### src/rtl/qpc_pkg.sv
package qpc_pkg;

    // Host port byte width and command codes (control address)
    localparam int HOST_W = 8;

    localparam logic [HOST_W-1:0] CMD_PTR_RST   = 8'h01;
    localparam logic [HOST_W-1:0] CMD_CNT_CLR   = 8'h02;
    localparam logic [HOST_W-1:0] CMD_ERR_CLR   = 8'h06;
    localparam logic [HOST_W-1:0] CMD_PRESET_LD = 8'h08;
    localparam logic [HOST_W-1:0] CMD_SNAP      = 8'h10;
    localparam logic [HOST_W-1:0] CMD_PSC_LD    = 8'h18;
    localparam logic [HOST_W-1:0] CMD_X4_SEL    = 8'h38;
    localparam logic [HOST_W-1:0] CMD_AB_EN     = 8'h41;

    // One-cycle command pulses decoded from a control write
    typedef struct packed {
        logic ptr_rst;
        logic cnt_clr;
        logic err_clr;
        logic preset_ld;
        logic snap;
        logic psc_ld;
        logic x4_sel;
        logic ab_en;
    } qpc_cmd_t;

    typedef enum logic [1:0] {
        QS_HOLD,
        QS_UP,
        QS_DOWN,
        QS_BAD
    } qstep_e;

    // Position of a phase pair {A,B} on the cycle 00 -> 10 -> 11 -> 01
    function automatic logic [1:0] phase_idx(input logic [1:0] ab);
        return {ab[0], ab[1] ^ ab[0]};
    endfunction

    function automatic qstep_e classify(input logic [1:0] prev_ab,
                                        input logic [1:0] cur_ab);
        logic [1:0] delta;
        delta = phase_idx(cur_ab) - phase_idx(prev_ab);
        case (delta)
            2'd1:    return QS_UP;
            2'd3:    return QS_DOWN;
            2'd2:    return QS_BAD;
            default: return QS_HOLD;
        endcase
    endfunction

endpackage

### src/rtl/qpc_in_sync.sv
module qpc_in_sync #(
    parameter int PSC_W = 8
) (
    input  logic             clk,
    input  logic             rst,
    input  logic [1:0]       pins,
    input  logic [PSC_W-1:0] psc,
    input  logic             restart,
    output logic [1:0]       ab_s,
    output logic             tick
);

    logic [1:0]       meta_q;
    logic [1:0]       sync_q;
    logic [PSC_W-1:0] div_q;

    always_ff @(posedge clk) begin
        if (rst) begin
            meta_q <= '0;
            sync_q <= '0;
        end else begin
            meta_q <= pins;
            sync_q <= meta_q;
        end
    end

    assign tick = (div_q == psc);

    always_ff @(posedge clk) begin
        if (rst || restart) begin
            div_q <= '0;
        end else if (tick) begin
            div_q <= '0;
        end else begin
            div_q <= div_q + 1'b1;
        end
    end

    assign ab_s = sync_q;

endmodule

### src/rtl/qpc_quad_step.sv
module qpc_quad_step
    import qpc_pkg::*;
(
    input  logic       clk,
    input  logic       rst,
    input  logic [1:0] ab_s,
    input  logic       tick,
    input  logic       run_en,
    output logic       q_up,
    output logic       q_dn,
    output logic       q_bad
);

    logic [1:0] prev_q;
    qstep_e     kind;

    always_comb kind = classify(prev_q, ab_s);

    // The previous sample follows the pins even while counting is off,
    // so enabling never produces a spurious step.
    always_ff @(posedge clk) begin
        if (rst) begin
            prev_q <= '0;
        end else if (tick) begin
            prev_q <= ab_s;
        end
    end

    assign q_up  = tick && run_en && (kind == QS_UP);
    assign q_dn  = tick && run_en && (kind == QS_DOWN);
    assign q_bad = tick && run_en && (kind == QS_BAD);

endmodule

### src/rtl/qpc_host_port.sv
module qpc_host_port
    import qpc_pkg::*;
#(
    parameter int CNT_W = 24,
    parameter int PSC_W = 8
) (
    input  logic              clk,
    input  logic              rst,
    input  logic              host_wr,
    input  logic              host_rd,
    input  logic              host_ctrl,
    input  logic [HOST_W-1:0] host_wdata,
    input  logic [CNT_W-1:0]  latch_val,
    output qpc_cmd_t          cmd,
    output logic [CNT_W-1:0]  preset_val,
    output logic [PSC_W-1:0]  psc_val,
    output logic              run_en,
    output logic [HOST_W-1:0] host_rdata
);

    localparam int NBYTES = (CNT_W + HOST_W - 1) / HOST_W;
    localparam int PAD_W  = NBYTES * HOST_W;
    localparam int PTR_W  = (NBYTES > 1) ? $clog2(NBYTES) : 1;

    logic              ctl_wr;
    logic              dat_wr;
    logic              dat_rd;
    logic [PTR_W-1:0]  ptr_q;
    logic [PTR_W-1:0]  ptr_nxt;
    logic [PAD_W-1:0]  preset_q;
    logic [PAD_W-1:0]  latch_pad;
    logic [HOST_W-1:0] rd_byte;
    logic              ab_en_q;
    logic              x4_q;
    logic [PSC_W-1:0]  psc_q;
    logic [HOST_W-1:0] rdata_q;

    assign ctl_wr = host_wr && host_ctrl;
    assign dat_wr = host_wr && !host_ctrl;
    assign dat_rd = host_rd && !host_ctrl && !host_wr;

    always_comb begin
        cmd           = '0;
        cmd.ptr_rst   = ctl_wr && (host_wdata == CMD_PTR_RST);
        cmd.cnt_clr   = ctl_wr && (host_wdata == CMD_CNT_CLR);
        cmd.err_clr   = ctl_wr && (host_wdata == CMD_ERR_CLR);
        cmd.preset_ld = ctl_wr && (host_wdata == CMD_PRESET_LD);
        cmd.snap      = ctl_wr && (host_wdata == CMD_SNAP);
        cmd.psc_ld    = ctl_wr && (host_wdata == CMD_PSC_LD);
        cmd.x4_sel    = ctl_wr && (host_wdata == CMD_X4_SEL);
        cmd.ab_en     = ctl_wr && (host_wdata == CMD_AB_EN);
    end

    assign ptr_nxt   = (ptr_q >= PTR_W'(NBYTES - 1)) ? '0 : ptr_q + 1'b1;
    assign latch_pad = PAD_W'(latch_val);

    always_comb begin
        rd_byte = latch_pad[HOST_W-1:0];
        for (int i = 0; i < NBYTES; i++) begin
            if (ptr_q == PTR_W'(i)) begin
                rd_byte = latch_pad[i*HOST_W +: HOST_W];
            end
        end
    end

    always_ff @(posedge clk) begin
        if (rst) begin
            ptr_q    <= '0;
            preset_q <= '0;
            rdata_q  <= '0;
        end else if (cmd.ptr_rst) begin
            ptr_q <= '0;
        end else if (dat_wr) begin
            for (int i = 0; i < NBYTES; i++) begin
                if (ptr_q == PTR_W'(i)) begin
                    preset_q[i*HOST_W +: HOST_W] <= host_wdata;
                end
            end
            ptr_q <= ptr_nxt;
        end else if (dat_rd) begin
            rdata_q <= rd_byte;
            ptr_q   <= ptr_nxt;
        end
    end

    always_ff @(posedge clk) begin
        if (rst) begin
            ab_en_q <= 1'b0;
            x4_q    <= 1'b0;
            psc_q   <= '0;
        end else begin
            if (cmd.ab_en)  ab_en_q <= 1'b1;
            if (cmd.x4_sel) x4_q    <= 1'b1;
            if (cmd.psc_ld) psc_q   <= preset_q[PSC_W-1:0];
        end
    end

    assign preset_val = preset_q[CNT_W-1:0];
    assign psc_val    = psc_q;
    assign run_en     = ab_en_q && x4_q;
    assign host_rdata = rdata_q;

endmodule

### src/rtl/quad_pos_counter.sv
module quad_pos_counter
    import qpc_pkg::*;
#(
    parameter int CNT_W = 24,
    parameter int PSC_W = 8
) (
    input  logic       clk,
    input  logic       rst,
    input  logic       host_wr,
    input  logic       host_rd,
    input  logic       host_ctrl,
    input  logic [7:0] host_wdata,
    output logic [7:0] host_rdata,
    input  logic       enc_a,
    input  logic       enc_b,
    output logic       err_flag
);

    qpc_cmd_t         cmd;
    logic [CNT_W-1:0] preset_v;
    logic [PSC_W-1:0] psc_v;
    logic             run_en;
    logic [1:0]       ab_s;
    logic             tick;
    logic             q_up;
    logic             q_dn;
    logic             q_bad;
    logic [CNT_W-1:0] count_q;
    logic [CNT_W-1:0] latch_q;
    logic             err_q;

    qpc_host_port #(.CNT_W(CNT_W), .PSC_W(PSC_W)) u_port (
        .clk        (clk),
        .rst        (rst),
        .host_wr    (host_wr),
        .host_rd    (host_rd),
        .host_ctrl  (host_ctrl),
        .host_wdata (host_wdata),
        .latch_val  (latch_q),
        .cmd        (cmd),
        .preset_val (preset_v),
        .psc_val    (psc_v),
        .run_en     (run_en),
        .host_rdata (host_rdata)
    );

    qpc_in_sync #(.PSC_W(PSC_W)) u_sync (
        .clk     (clk),
        .rst     (rst),
        .pins    ({enc_a, enc_b}),
        .psc     (psc_v),
        .restart (cmd.psc_ld),
        .ab_s    (ab_s),
        .tick    (tick)
    );

    qpc_quad_step u_step (
        .clk    (clk),
        .rst    (rst),
        .ab_s   (ab_s),
        .tick   (tick),
        .run_en (run_en),
        .q_up   (q_up),
        .q_dn   (q_dn),
        .q_bad  (q_bad)
    );

    // Host commands take priority over decoded steps; a snapshot sees
    // the register value from before this edge.
    always_ff @(posedge clk) begin
        if (rst) begin
            count_q <= '0;
            latch_q <= '0;
            err_q   <= 1'b0;
        end else begin
            if (cmd.cnt_clr) begin
                count_q <= '0;
            end else if (cmd.preset_ld) begin
                count_q <= preset_v;
            end else if (q_up) begin
                count_q <= count_q + CNT_W'(1);
            end else if (q_dn) begin
                count_q <= count_q - CNT_W'(1);
            end

            if (cmd.snap) latch_q <= count_q;

            if (q_bad) begin
                err_q <= 1'b1;
            end else if (cmd.err_clr) begin
                err_q <= 1'b0;
            end
        end
    end

    assign err_flag = err_q;

endmodule

### config.mk
export PLATFORM = sky130hd
export DESIGN_NAME = quad_pos_counter
export DESIGN_NICKNAME = d
export VERILOG_FILES = /design/src/rtl/qpc_pkg.sv /design/src/rtl/qpc_in_sync.sv /design/src/rtl/qpc_quad_step.sv /design/src/rtl/qpc_host_port.sv /design/src/rtl/quad_pos_counter.sv
export SDC_FILE = /design/constraint.sdc
export NUM_CORES = 1
export LEC_CHECK = 0
export BUFFER_PORTS_ARGS = -buffer_cell sky130_fd_sc_hd__buf_2
export CORE_ASPECT_RATIO = 0.5
export CORE_MARGIN = 2
export CORE_UTILIZATION = 38
export CTS_CLUSTER_SIZE = 40
export DETAILED_ROUTE_END_ITERATION = 16
export PLACE_DENSITY = 0.52
export SLEW_MARGIN = 20
export SYNTH_ARGS = -nofsm -noshare
export SYNTH_HDL_FRONTEND = slang
export SYNTH_HIERARCHICAL = 1
export SYNTH_SLANG_ARGS = --single-unit
### constraint.sdc
create_clock -name clk -period 6 [get_ports clk]
set_clock_uncertainty 0.15 [all_clocks]
set_input_delay 0.6 -clock clk [delete_from_list [all_inputs] [get_ports clk]]
set_output_delay 0.6 -clock clk [all_outputs]
set_load 0.02 [all_outputs]
==> impl_metrics.ini <==
[outcome]
status = complete, no violations

[final_layout]
nNetsFinal = 707
layout-drive-gt1-share_pct = 12.4
num_antenna_cells = 0
finalNonFillerCells = 876
final_area_mm2 = 0.00651
utilization_pct = 42.5
area_delta_synth_final_pct = 9.69

[yosys]
yosys_warnings = 6
syn-cell-area_mm2 = 0.00594
synthCells = 663
avgSynthCellArea_um2 = 8.95
syn_nets = 703

[clock_tree]
post_cts_buffers = 0
postCtsHoldBufs = 0
cts_buffer_depth = 2
insertion_delay_ns = 0.35
clk_pin_slew_worst_paths_ns = 0.07
cts_tree = yes
cts_resized = 0
cts_buffers = 9
cts-root-buf = clkbuf_16
cts.sink_count = 107
cts_max_level = 3

[power_and_ir_drop]
peakVddDrop_v = 0.000125
power_density_mw_per_mm2 = 212
power_mw = 1.38
static-leakage-power_nw = 2.53

[floorplanning]
die_y_um = 92.4
die_x_um = 181
io_pins = 24
die-area_mm2 = 0.0167
coreArea_mm2 = 0.0153
num_rows = 32
initial_core_util_pct = 38.7

[critical_path]
cp_max_fo = 13
timing.rr.end = count_q[12]
reg2reg_depth = 15
r2r_setup_slack_ns = 1.20
cp.arrival_ns = 4.87
cp.required_ns = 6.07
worstSetupStartpointType = flip-flop
r2r_start = u_sync/div_q[4]
cp-startpoint = u_sync/div_q[4]
worst-setup-path-type = flip-flop to flip-flop
end_kind = flip-flop
endpoint = count_q[12]

[placed_design]
place_inst = 860
dpl-instance-area_mm2 = 0.00623
gp_congestion = 0.882
dp_hpwl_mm = 11.1
port-buffer-count = 23

[timing]
rsz0062_at_grt = false
slew_headroom_pct = 34.3
period_share_pct = 80.0
tightest_slew_ns = 0.982
setup-tns-final_ns = 0
fmax_mhz = 208
fin_crit_ns = 4.80
final_hold_viol_count = 0
drv_slew = 0
setup_viol = 0

[routing]
routed.top_layer = met4
routed-wl-met2_mm = 6.31
final_antenna_net_count = 0
dr.pass1.iters = 5
viasPerCell = 5.48
drc_errors = 0
drt-total-wl_mm = 15.4
via_count = 4798
drt-initial-drc-count = 372
drt-met1-wl_mm = 8.26
wl_per_cell_um = 17.6
wl_met3_um = 683

[grt]
antenna_found_initial = 0
grt_pass1_vias = 4373
grt_start_max_net_pins = 50
overflow = 0
grt_pass1_wl_mm = 25.0
grt_use_total_pct = 19.0

[flow_run]
max_cap_viol_count = 0

[hold_path]
hold_path_class = flip-flop to flip-flop
-- final cells by class --
class,count,area (µm²)
inverters,8,30.0
clock inverters,6,47.5
flip-flops and latches,107,2140
multi-input cells,507,3600
fillers,1509,8820
clock buffers,10,239
repair buffers,34,198
well taps,204,255
-- worst max-delay path, stage by stage, from the launching register on --
cell       delay, ns
dfxtp_1         0.37
xor2_1          0.20
nor4_4          0.48
and2_1          0.29
nand2_1         0.11
nor3_1          0.15
buf_4           0.18
inv_1           0.25
fa_1            0.53
a21oi_1         0.22
o211ai_1        0.11
a221oi_1        0.55
o21ai_0         0.33
a21oi_1         0.25
xor2_1          0.08
a2111oi_0       0.42
-- power breakdown --
part           internal [mW]  switching [mW]  leakage [nW]
clock                  0.299           0.284         0.145
combinational         0.0279          0.0439          1.52
sequential             0.716         0.00681         0.864
total                   1.04           0.335          2.53
-- per-stage QoR --
stage	hold slack (ns)	setup slack, ns
3_3_place_gp	0.284	1.42
3_5_place_dp	0.274	1.28
2_1_floorplan	0.264	1.69
5_1_grt	0.316	0.720
4_1_cts	0.307	1.16
6_report	0.301	1.20
-- flip-flops by register name, summed over array words and instances (netlist names) --
| name | flops |
|---|---|
| u_port/psc_val | 8 |
| latch_q | 24 |
| u_port/host_rdata | 8 |
| u_sync/ab_s | 2 |
| u_port/preset_val | 24 |
| u_port/x4_q | 1 |
| count_q | 24 |
| u_port/ab_en_q | 1 |
| u_sync/meta_q | 2 |
| u_sync/div_q | 8 |
| u_port/ptr_q | 2 |
| u_step/prev_q | 2 |
| err_flag | 1 |
-- metal layers --
metal  up-vias  track usage (%)
li1       2388                -
met1      2272             29.2
met2       124             27.5
met3        14             3.11
met4         0             3.49
met5         -                0
-- layout by cell type (no fill, tap or decap), types with 20 or more instances in the layout --
master / instances
a21oi_1: 51
ha_1: 24
o21ai_0: 28
dfxtp_1: 107
nand2_1: 53
nand2b_1: 20
mux2i_1: 66
xor2_1: 24
buf_2: 23
nor2_1: 62
-- how the worst min path moves through the flow --
stage / start / end / slack [ns] / depth (start not counted)
final: u_sync/meta_q[1] / u_sync/ab_s[1] / 0.30 / 1
after CTS: enc_b / u_sync/meta_q[0] / 0.31 / 2
after detailed placement: u_sync/meta_q[1] / u_sync/ab_s[1] / 0.27 / 1
after floorplan: u_sync/meta_q[0] / u_sync/ab_s[0] / 0.26 / 1
after global placement: u_sync/meta_q[0] / u_sync/ab_s[0] / 0.28 / 1
after global routing: enc_b / u_sync/meta_q[0] / 0.32 / 2
Note: power is estimated with default switching activity, not from simulation.
